`src/rtl/coef_load_pkg.sv`:
```
package coef_load_pkg;

    typedef enum logic [2:0] {
        ST_HOLD,
        ST_COEF,
        ST_CTRL,
        ST_HOST,
        ST_DONE
    } load_state_t;

    // bytes making up the configuration register in the self-load stream
    localparam int CTRL_BYTES = 2;

endpackage

```
`src/rtl/coef_load_seq.sv`:
```
module coef_load_seq
    import coef_load_pkg::*;
#(
    parameter int ADDR_W = 8
) (
    input  logic              clk,
    input  logic              rst_n,
    input  logic              self_load,
    output logic [ADDR_W-1:0] mem_addr,
    output logic              mem_sel,
    output logic              busy,
    output logic              strobe_n,
    output logic              auto_wr,
    output logic              host_en
);

    localparam logic [ADDR_W-1:0] COEF_LAST = '1;
    localparam logic [ADDR_W-1:0] CTRL_LAST = ADDR_W'(CTRL_BYTES - 1);

    load_state_t       state, nxt;
    logic [ADDR_W-1:0] cnt;

    // state register
    always_ff @(posedge clk or negedge rst_n) begin
        if (!rst_n) state <= ST_HOLD;
        else        state <= nxt;
    end

    always_comb begin
        nxt = state;
        unique case (state)
            ST_HOLD: nxt = self_load ? ST_COEF : ST_HOST;
            ST_COEF: if (cnt == COEF_LAST) nxt = ST_CTRL;
            ST_CTRL: if (cnt == CTRL_LAST) nxt = ST_DONE;
            ST_HOST: nxt = ST_HOST;
            ST_DONE: nxt = ST_DONE;
            default: nxt = ST_HOLD;
        endcase
    end

    // byte counter, restarts when the sweep moves to a new target
    always_ff @(posedge clk or negedge rst_n) begin
        if (!rst_n) begin
            cnt <= '0;
        end else begin
            unique case (state)
                ST_COEF: cnt <= (cnt == COEF_LAST) ? '0 : cnt + ADDR_W'(1);
                ST_CTRL: cnt <= (cnt == CTRL_LAST) ? '0 : cnt + ADDR_W'(1);
                default: cnt <= '0;
            endcase
        end
    end

    // outputs
    always_comb begin
        mem_addr = cnt;
        mem_sel  = 1'b0;
        busy     = 1'b0;
        strobe_n = 1'b1;
        auto_wr  = 1'b0;
        host_en  = 1'b0;
        unique case (state)
            ST_HOLD: busy = self_load;
            ST_COEF: begin
                busy     = 1'b1;
                strobe_n = 1'b0;
                auto_wr  = 1'b1;
            end
            ST_CTRL: begin
                busy     = 1'b1;
                strobe_n = 1'b0;
                auto_wr  = 1'b1;
                mem_sel  = 1'b1;
            end
            ST_HOST: host_en = 1'b1;
            ST_DONE: ;
            default: ;
        endcase
    end

endmodule

```
`src/rtl/coef_packer.sv`:
```
module coef_packer #(
    parameter int ADDR_W = 8,
    parameter int WORD_W = 16
) (
    input  logic              clk,
    input  logic              rst_n,
    input  logic              req,
    input  logic              sel,
    input  logic              byte_mode,
    input  logic [ADDR_W-1:0] addr,
    input  logic [WORD_W-1:0] data,
    output logic              coef_we,
    output logic [ADDR_W-2:0] coef_waddr,
    output logic [WORD_W-1:0] coef_wdata,
    output logic [WORD_W-1:0] ctrl_q
);

    localparam int BYTE_W = WORD_W / 2;
    localparam int IDX_W  = ADDR_W - 1;

    logic [BYTE_W-1:0] lo_q;
    logic              commit;
    logic              take_lo;
    logic [WORD_W-1:0] word;
    logic [IDX_W-1:0]  idx;

    always_comb begin
        commit  = req && (!byte_mode || addr[0]);
        take_lo = req && byte_mode && !addr[0];
        word    = byte_mode ? {data[BYTE_W-1:0], lo_q} : data;
        idx     = byte_mode ? addr[ADDR_W-1:1] : addr[IDX_W-1:0];
    end

    always_ff @(posedge clk or negedge rst_n) begin
        if (!rst_n) lo_q <= '0;
        else if (take_lo) lo_q <= data[BYTE_W-1:0];
    end

    always_ff @(posedge clk or negedge rst_n) begin
        if (!rst_n) begin
            coef_we    <= 1'b0;
            coef_waddr <= '0;
            coef_wdata <= '0;
            ctrl_q     <= '0;
        end else begin
            coef_we <= commit && !sel;
            if (commit && !sel) begin
                coef_waddr <= idx;
                coef_wdata <= word;
            end
            if (commit && sel) ctrl_q <= word;
        end
    end

endmodule

```
`src/rtl/coef_loader.sv`:
```
module coef_loader #(
    parameter int ADDR_W = 8,
    parameter int WORD_W = 16
) (
    input  logic              clk,
    input  logic              rst_n,
    input  logic              self_load,
    input  logic              word_mode,
    input  logic [ADDR_W-1:0] addr_in,
    input  logic              reg_sel,
    input  logic [WORD_W-1:0] data_in,
    input  logic              host_cs_n,
    input  logic              host_we_n,
    input  logic              bank_swap,
    input  logic [ADDR_W-3:0] rd_tap,
    output logic [ADDR_W-1:0] mem_addr,
    output logic              mem_sel,
    output logic              strobe_n,
    output logic              busy,
    output logic              coef_we,
    output logic [ADDR_W-2:0] coef_waddr,
    output logic [WORD_W-1:0] coef_wdata,
    output logic [ADDR_W-2:0] coef_raddr,
    output logic [WORD_W-1:0] ctrl_q
);

    logic              auto_wr, host_en;
    logic              w_req, w_sel, w_byte;
    logic [ADDR_W-1:0] w_addr;

    coef_load_seq #(.ADDR_W(ADDR_W)) u_seq (
        .clk      (clk),
        .rst_n    (rst_n),
        .self_load(self_load),
        .mem_addr (mem_addr),
        .mem_sel  (mem_sel),
        .busy     (busy),
        .strobe_n (strobe_n),
        .auto_wr  (auto_wr),
        .host_en  (host_en)
    );

    // write source select: the sequencer owns the port during self-load
    always_comb begin
        if (auto_wr) begin
            w_req  = 1'b1;
            w_sel  = mem_sel;
            w_byte = 1'b1;
            w_addr = mem_addr;
        end else begin
            w_req  = host_en && !host_cs_n && !host_we_n;
            w_sel  = reg_sel;
            w_byte = !word_mode;
            w_addr = addr_in;
        end
    end

    coef_packer #(.ADDR_W(ADDR_W), .WORD_W(WORD_W)) u_pack (
        .clk       (clk),
        .rst_n     (rst_n),
        .req       (w_req),
        .sel       (w_sel),
        .byte_mode (w_byte),
        .addr      (w_addr),
        .data      (data_in),
        .coef_we   (coef_we),
        .coef_waddr(coef_waddr),
        .coef_wdata(coef_wdata),
        .ctrl_q    (ctrl_q)
    );

    assign coef_raddr = {bank_swap, rd_tap};

endmodule

```
`config.mk`:
```
export PLATFORM = sky130hd
export DESIGN_NAME = coef_loader
export DESIGN_NICKNAME = d
export VERILOG_FILES = /design/src/rtl/coef_load_pkg.sv /design/src/rtl/coef_load_seq.sv /design/src/rtl/coef_packer.sv /design/src/rtl/coef_loader.sv
export SDC_FILE = /design/constraint.sdc
export NUM_CORES = 1
export LEC_CHECK = 0
export ABC_AREA = 0
export CORE_ASPECT_RATIO = 1.4
export CORE_MARGIN = 5
export CORE_UTILIZATION = 46
export DETAILED_ROUTE_END_ITERATION = 12
export PLACE_DENSITY = 0.8
export SLEW_MARGIN = 20
export SYNTH_ARGS = -nofsm -noshare
export SYNTH_HDL_FRONTEND = slang
export SYNTH_SLANG_ARGS = --single-unit
export TNS_END_PERCENT = 30
```
`constraint.sdc`:
```
create_clock -name clk -period 2.6 [get_ports clk]
set_input_delay 0.26 -clock clk [delete_from_list [all_inputs] [get_ports clk]]
set_output_delay 0.26 -clock clk [all_outputs]
set_load 0.01 [all_outputs]
```
==> Word-level counts from Yosys, hierarchy flattened <==
Cells that the tools add are included.
{ "op_classes": {"addsub": 1, "n_mul": 0, "div_mod_pow": 0, "magnitude_cmp": 0, "n_eq_ne": 8, "n_shift": 0, "mux": 18, "bitwise": 0, "reduce_logical": 17} }
{ "ops": {"columns": ["op", "n"], "rows": [
  ["8-bit two-way mux", 3],
  ["16-bit two-way mux", 1],
  ["8-bit one-hot mux with 2 select lines", 1],
  ["3-bit one-hot mux with 5 select lines", 1],
  ["8-bit by 1-bit adder with 8-bit output (second input constant)", 1],
  ["8-bit by 1-bit equality test with 1-bit output (second input constant)", 1],
  ["8-bit equality test (second input constant)", 1],
  ["1-bit logical AND", 7],
  ["1-bit two-way mux", 7],
  ["7-bit two-way mux", 1],
  ["3-bit by 2-bit equality test with 1-bit output (second input constant)", 2],
  ["1-bit logical NOT", 6],
  ["3-bit two-way mux", 2],
  ["2-bit by 1-bit != test with 1-bit output (second input constant)", 2],
  ["3-bit by 1-bit equality test with 1-bit output (second input constant)", 1],
  ["3-bit equality test (second input constant)", 1],
  ["3-bit logical NOT", 1],
  ["2-bit two-way mux", 1],
  ["1-bit one-hot mux with 2 select lines", 1],
  ["2-bit AND reduction", 1],
  ["2-bit OR reduction", 1],
  ["1-bit logical OR", 1]
]} }
{ "totals": {"register_bits": 59, "latchBits": 0, "mem_bits_rw": 0, "romBits": 0, "input_bits": 38, "output_inout_bits": 58, "word_cells": 51, "memories": 0} }

==> Depth between registers and ports, before layout <==
Gate-level depths: netlist (run 1).
{ "depth": {"word_depth": 8, "depth_mapped": 7, "depth_no_buf": 5} }

==> By module <==
A second synthesis (run 1) with hierarchy kept.
{ "unflattened": {"hier_cells": 209, "area_unflattened_um2": 2901.5} }
{ "modules_own_cells": {"columns": ["mod", "instances", "cells_per_inst", "area_per_inst_um2", "seq_area_each_um2"], "rows": [
  ["coef_packer", 1, 129, 2080.7, 1201.2],
  ["coef_load_seq", 1, 60, 608.1, 275.3],
  ["coef_loader", 1, 20, 212.7, 0.0]
]} }

==> Worst setup path before layout (run 1) <==
Ideal clock, no wire load.
{ "synth_path": {"path_type": "reg2reg", "from": "register u_seq.state[0]", "to": "register u_pack.ctrl_q[10]", "setup_time_ns": 0.125, "arrival_ns": 1.850, "slack_ns": 0.625, "stages_incl_launch_ff": 7, "n_path_buf": 2, "path_cell_list": "dfrtp_1 xnor2_1 mux2i_1 and4b_1 buf_6 buf_6 mux2_4"} }
{ "synth_between": {"elab_chain_len": 8, "word_cells_on_any_way": 18} }
{ "synth_rtl": {"columns": ["item", "line_no", "rtl"], "rows": [
  ["from (decl)", "coef_load_seq.sv:20", "load_state_t state, nxt;"],
  ["from (signal assigned)", "coef_load_seq.sv:26", "else state <= nxt;"],
  ["3-bit by 1-bit equality test with 1-bit output or 3-bit by 2-bit equality test with 1-bit output (tied branches)", "coef_load_seq.sv:62", "unique case (state)"],
  ["2-bit OR reduction (no line)", null, null],
  ["1-bit two-way mux", "coef_load_seq.sv:62", null],
  ["1-bit two-way mux", "coef_loader.sv:45", "if (auto_wr) begin"],
  ["1-bit logical NOT", "coef_packer.sv:28", "commit = req && (!byte_mode || addr[0]);"],
  ["1-bit logical OR", "coef_packer.sv:28", null],
  ["1-bit logical AND", "coef_packer.sv:28", null],
  ["1-bit logical AND", "coef_packer.sv:51", "if (commit && sel) ctrl_q <= word;"],
  ["to (signal assigned)", "coef_packer.sv:51", null],
  ["to (decl)", "coef_packer.sv:15", "output logic [WORD_W-1:0] ctrl_q"]
]} }
Several ways; a longest one is shown, not always the timed one.
A chain may end at the register's enable or synchronous reset.

==> Worst setup path in the final report (run 1) <==
{ "layout_path": {"from": "register u_seq.state[1]", "to": "output strobe_n"} }
{ "layout_between": {"elab_chain_len": 3, "word_cells_on_any_way": 4} }
{ "layout_rtl": {"columns": ["item", "line_no", "rtl"], "rows": [
  ["3-bit by 1-bit equality test with 1-bit output or 3-bit by 2-bit equality test with 1-bit output (tied branches)", "coef_load_seq.sv:62", null],
  ["2-bit OR reduction (no line) (*)", null, null],
  ["1-bit two-way mux (*)", "coef_load_seq.sv:62", null],
  ["to (decl)", "coef_loader.sv:18", "output logic strobe_n,"]
]} }
Mark *: on every way between the ends. The rest lies on a longest branch, timed or not.

==> results of run 1 <==
-- sequential cells by signal, summed over array words and instances (netlist names) --
signal             count
u_pack.coef_waddr      7
u_pack.coef_wdata     16
u_pack.coef_we         1
u_pack.ctrl_q         16
u_pack.lo_q            8
u_seq.mem_addr         8
u_seq.state            3
-- worst min path at each step --
stage	cells past startpoint	endpoint	startpoint	slack [ps]
after global placement	1	u_seq.mem_addr[3]$_DFF_PN0_	rst_n	280
after floorplan	0	u_pack.coef_waddr[0]$_DFFE_PN0P_	rst_n	-40
after detailed placement	1	u_seq.mem_addr[3]$_DFF_PN0_	rst_n	290
after global routing	2	u_seq.mem_addr[1]$_DFF_PN0_	rst_n	520
final	2	u_seq.mem_addr[1]$_DFF_PN0_	rst_n	470
after CTS	2	u_pack.lo_q[6]$_DFFE_PN0P_	rst_n	450
-- critical path, delay by kind of cell, from the launching register on --
kind	cells	cell delay [ps]
xor gates and xnor gates	1	450
DFF	1	520
buffers and inverters	2	640
and+or+nand+nor	1	230
-- power by group through the flow --
stage	clock network (uW)	registers, uW	logic (uW)
after floorplan	0	1330	336
after global placement	0	1270	895
after detailed placement	0	1270	922
after CTS	951	1260	929
after global routing	1000	1280	970
final	925	1260	912
-- cell families (layout without fill, tap and decap cells) --
kind of cell	Yosys count	in the layout	share of synthesized area [%]
xor gates and xnor gates	8	8	2.39
muxes	72	72	28.3
DFF	59	59	50.3
AOI/OAI and AO/OA	23	23	5.33
and+or+nand+nor	39	39	6.99
buffers and inverters	26	116	5.84
adders and majority gates	2	2	0.853
-- area by class of cell --
cell class | count | area share (%)
Tap cell | 72 | 2.26
Clock buffer | 10 | 3.45
Inverter | 10 | 0.940
Clock inverter | 6 | 2.23
Multi-Input combinational cell | 144 | 32.2
Sequential cell | 59 | 37.0
Timing Repair Buffer | 90 | 21.9
-- what timing repair did --
action                    4_1_cts  5_1_grt
hold endpoints to repair       24        0
buffers inserted                0        0
hold buffers                    1        0
-- layer usage --
metal,GRT usage (%),vias up
met5,0,-
met1,19.5,994
li1,-,976
met2,29.9,66
met3,5.37,12
met4,7.25,0
-- placed cells by master, fill, tap and decap left out, types with 2 or more instances in the layout --
cell	synthesis	layout
o21ai_2	2	2
clkdlybuf4s50_1	0	80
bufinv_16	0	2
clkbuf_8	0	10
dfrtp_1	59	59
a21oi_1	14	14
nor4_1	2	2
xnor2_1	4	4
buf_4	9	8
nand2_1	4	4
nor3_1	5	5
xor2_1	4	4
mux2_4	10	10
nor2_1	12	12
nor2b_1	3	3
ha_1	2	2
inv_1	9	9
clkinvlp_4	0	2
nand2b_1	2	2
mux2_1	12	12
mux2_2	35	35
nand3_1	3	3
mux2i_1	15	15
o21ai_0	2	2
-- through the flow --
stage                     setup slack, ps  cells  utilization [%]  cell area, um^2
after CTS                             177    391             64.3             3990
after global placement                372    374             60.5             3760
after detailed placement              354    374             60.5             3760
final                                 181    391             64.3             3990
after floorplan                       625    229                -             2930
after global routing                0.224    391             64.3             3990
==> flow_metrics.tcl, run 1 <==
set metrics [dict create \
    status "completed" \
    htree_num_levels 3 \
    power_frac_comb_pct 29.5 \
    grt_pass1_wl_mm 11.3 \
    crit_fanout 12 \
    drc_errors 0 \
    reg2reg_depth 5 \
    start_kind "flip-flop" \
    start_util_pct 47.2 \
    syn_to_final_growth_pct 36.1 \
    nets 354 \
    ios 96 \
    synth_async_sr_flop_share_pct 100 \
    vias 2048 \
    core-area_um2 6210 \
    clockRootBuffer "clkbuf_8" \
    drv_cap 0 \
    grt_max_degree 27 \
    swShare_pct 26.5 \
    cts_buffers 9 \
    ff2ff_setup_slack_ps 340 \
    die_x_um 77.5 \
    synthCells 229 \
    crit_required_ps 2340 \
    synth.top_cells.by_count "59 x dfrtp_1, 35 x mux2_2, 15 x mux2i_1" \
    grt.total_usage_pct 17.4 \
    worstPathCellList "xnor2_1, nor2_1, inv_1, clkdlybuf4s50_1" \
    clkTransAtPathRegs_ps 60 \
    dr.pass1.iters 4 \
    synth-edff-count 0 \
    port_buffers 81 \
    yosysMostFrequentCell "dfrtp_1" \
    p_int_uw 2270 \
    ant_nets 0 \
    cp-startpoint "u_seq.state[1]$_DFFE_PN0P_" \
    cp-end-kind "output pin" \
    multi_input_area_um2 1290 \
    synth-seq-cells 59 \
    syn_nets 269 \
    hold_class "primary input to async pin" \
    finalHoldViolCount 0 \
    yosys.area.top_type "dfrtp_1" \
    dp_hpwl_mm 4.97 \
    leakagePower_uw 0.00171 \
    tns_ps 0 \
    p_per_area_nw_per_um2 774 \
    cts_tree "done" \
    synth_top_area_share_pct 50.3 \
    final.period_utilization_pct 93.0 \
    p_seq_share_pct 40.6 \
    total_power_uw 3090 \
    synth_cell_type_count 36 \
    maxSlewHeadroom_pct 61.4 \
    yosys_warnings 0 \
    insertion_delay_ps 330 \
    cpMaxStageDelayCell "clkdlybuf4s50_1" \
    clock_sinks 59 \
    slowest_delay_ps 540 \
    num_rows 34 \
    routed_wl_mm 6.69 \
    viasPerCell 5.24 \
    dr.max_layer_used "met4" \
    die_h_um 104 \
    synth_ff_type "dfrtp_1" \
    skew_ps 8.39 \
    layout-drive-gt1-share_pct 24.1 \
    wl_per_cell_um 17.1 \
    wl_met3_um 353 \
    min_period_ps 2420 \
    regToRegEndpoint "u_pack.ctrl_q[8]$_DFFE_PN0P_" \
    p_clk_share_pct 29.9 \
    setup_viol 0 \
    ys_seq_area_share_pct 50.3 \
    antenna_found_initial 0 \
    route.met2.wl_mm 3.48 \
    num_antenna_cells 0 \
    syn-cell-area_um2 2930 \
    hold_ws_ps 474 \
    grt.overflow.total 0 \
    switching_power_uw 818 \
    postSynthAreaPerCell_um2 12.8 \
    gp_congestion 0.814 \
    synth_area_leaders "dfrtp_1 50%, mux2_2 13%, mux2_4 5.1%, mux2i_1 5.1%, mux2_1 4.6%" \
    worstPathArrival_ps 2160 \
    regToRegStartpoint "u_seq.state[1]$_DFFE_PN0P_" \
    first_global_vias 2288 \
    peakVddDrop_uv 293 \
    worst_pin_slew_ps 579 \
    crit_end "strobe_n" \
    rsz0062_at_grt "no" \
    slew_viol_final 0 \
    dieArea_um2 8100 \
    max_freq_ghz 0.413 \
    clockBufferDepth 2 \
    drt-initial-drc-count 88 \
    wl_met1_mm 2.71 \
    post_cts_resized 0 \
    seq_area_um2 1480 \
    crit_type "flip-flop to output pin" \
    n_fill_cell 507 \
]
Note: power is estimated with default switching activity, not from simulation.
==> run 2: changes to the inputs <==
Settings changed: CELL_PAD_IN_SITES_DETAIL_PLACEMENT from default to 0, CELL_PAD_IN_SITES_GLOBAL_PLACEMENT from default to 2, CORE_UTILIZATION 46 to 29, PLACE_DENSITY 0.8 to 0.79.
==> run 2 against run 1 <==
Net effect: the run now ends with negative hold slack left; critical path depth fell by 1; cell area increased by 3.8%; first-iteration DRC count down 68%; count of clock-buffer cells in the layout increased by 2; sequential power about the same; fmax rose by 12%; utilization shrank 22 points; combinational power up 0.8%; setup slack improved by 250 ps; via count about the same; power grew 3.8%; flip-flop and latch count stayed put; critical endpoint is now u_pack.coef_wdata[3]$_DFFE_PN0P_.
==> flow_metrics.tcl, run 2 (synthesis gave the netlist of run 1 again) <==
set metrics [dict create \
    status "finished with violations" \
    violations "negative hold slack" \
    finalHoldViolCount 1 \
    cp-end-kind "flip-flop" \
    dp_hpwl_mm 5.38 \
    insertion_delay_ps 310 \
    clockRootBuffer "clkbuf_16" \
    leakagePower_uw 0.00175 \
    first_global_vias 2338 \
    dr.pass1.iters 3 \
    num_rows 43 \
    final_cell_mix "80 x clkdlybuf4s50_1, 59 x dfrtp_1, 35 x mux2_2, 15 x mux2i_1, 14 x a21oi_1" \
    slew_viol_final 0 \
    vias 2049 \
    hold_ws_ps -0.126 \
    clkTransAtPathRegs_ps 50 \
    nets 356 \
    hold_class "primary input to async pin" \
    finalInstanceArea_um2 4140 \
    routed_wl_mm 7.18 \
    die_h_um 129 \
    reg.largest.list "u_pack.coef_wdata: 16 flops, u_pack.ctrl_q: 16 flops" \
    cts_buffers 9 \
    num_antenna_cells 0 \
    final.period_utilization_pct 83.3 \
    maxSlewHeadroom_pct 37.1 \
    htree_num_levels 3 \
    start_util_pct 29.6 \
    dieArea_um2 12300 \
    syn_to_final_growth_pct 41.2 \
    ios 96 \
    crit_required_ps 2790 \
    holdBufCountCts 0 \
    setup_viol 0 \
    start_kind "flip-flop" \
    clockBufferDepth 2 \
    wl_per_cell_um 15.8 \
    port_buffers 81 \
    crit_type "flip-flop to flip-flop" \
    grt_pass1_wl_mm 11.7 \
    cts_tree "done" \
    worst_pin_slew_ps 944 \
    viasPerCell 4.50 \
    dpl_cell_area_um2 3880 \
    ant_nets 0 \
    crit_fanout 16 \
    rsz0062_at_grt "no" \
    gp_congestion 0.720 \
    p_per_area_nw_per_um2 775 \
    grt.total_usage_pct 12.5 \
    tns_ps 0 \
    max_freq_ghz 0.462 \
    post-route-util_pct 41.9 \
    cts_setup_buffers 0 \
    drt-initial-drc-count 28 \
    final_common_cell "clkdlybuf4s50_1" \
    antenna_found_initial 0 \
    skew_ps 4.60 \
    peakVddDrop_uv 308 \
    clock_sinks 59 \
    post_cts_resized 0 \
    grt.overflow.total 0 \
    die_x_um 95.0 \
    layout-drive-gt1-share_pct 24.1 \
    grt_max_degree 33 \
    drc_errors 0 \
    core-area_um2 9900 \
    drv_cap 0 \
    worstPathArrival_ps 2360 \
    min_period_ps 2160 \
]
[run 2: cell types whose count changed in the layout (fill, tap and decap cells not counted), sizes merged]
cell / change
clkinvlp: -2
buf: +3
dlygate4sd3: -1
bufinv: -2
clkbuf: +2
clkinv: +1
[run 2: worst paths after layout]
path / from / endpoint / slack (ps) / cells after the start
min in group clk: u_pack.coef_wdata[14]$_DFFE_PN0P_ / u_pack.coef_wdata[14]$_DFFE_PN0P_ / 480 / 1
worst max-delay path: u_seq.state[2]$_DFFE_PN0P_ / u_pack.coef_wdata[3]$_DFFE_PN0P_ / 440 / 3
worst min register to register: u_pack.coef_wdata[14]$_DFFE_PN0P_ / u_pack.coef_wdata[14]$_DFFE_PN0P_ / 480 / 1
worst min-delay path: rst_n / u_seq.mem_addr[3]$_DFF_PN0_ / -0.1 / 1
max in group asynchronous: rst_n / u_pack.coef_waddr[4]$_DFFE_PN0P_ / 1920 / 2
worst max register to register: u_seq.state[2]$_DFFE_PN0P_ / u_pack.coef_wdata[3]$_DFFE_PN0P_ / 440 / 3
[run 2: per-layer routing]
metal  vias to the layer above  global-route usage [%]  routed length [um]
met1                      1016                    14.0                2980
met2                        52                    22.0                3740
met4                         0                    5.18                  84
met3                         6                    3.72                 372
met5                         -                       0                   0
li1                        975                       -                   -
[run 2: through the flow]
step | power (uW) | setup slack, ps | cells
floorplan | 1670 | 625 | 229
global placement | 2190 | 340 | 440
detailed placement | 2210 | 304 | 440
CTS | 3280 | 362 | 455
global route | 3390 | 292 | 455
finish | 3210 | 435 | 455
[run 2: worst max-delay path, stage by stage (launching register included)]
cell     delay [ps]
dfrtp_1         510
o21ai_2         810
mux2_2          430
mux2_1          300
[run 2: area by class of cell]
type                            instances  area [um^2]
Clock buffer                           12          246
Clock inverter                          3         15.0
Fill cell                             980         5760
Inverter                               10         37.5
Multi-Input combinational cell        144         1290
Sequential cell                        59         1480
Tap cell                              135          169
Timing Repair Buffer                   92          913
[run 2: power by group]
| part | switching (uW) | internal [uW] | total, uW |
|---|---|---|---|
| sequential | 122 | 1130 | 1250 |
| clock | 379 | 659 | 1040 |
| combinational | 333 | 586 | 919 |
| total | 833 | 2380 | 3210 |
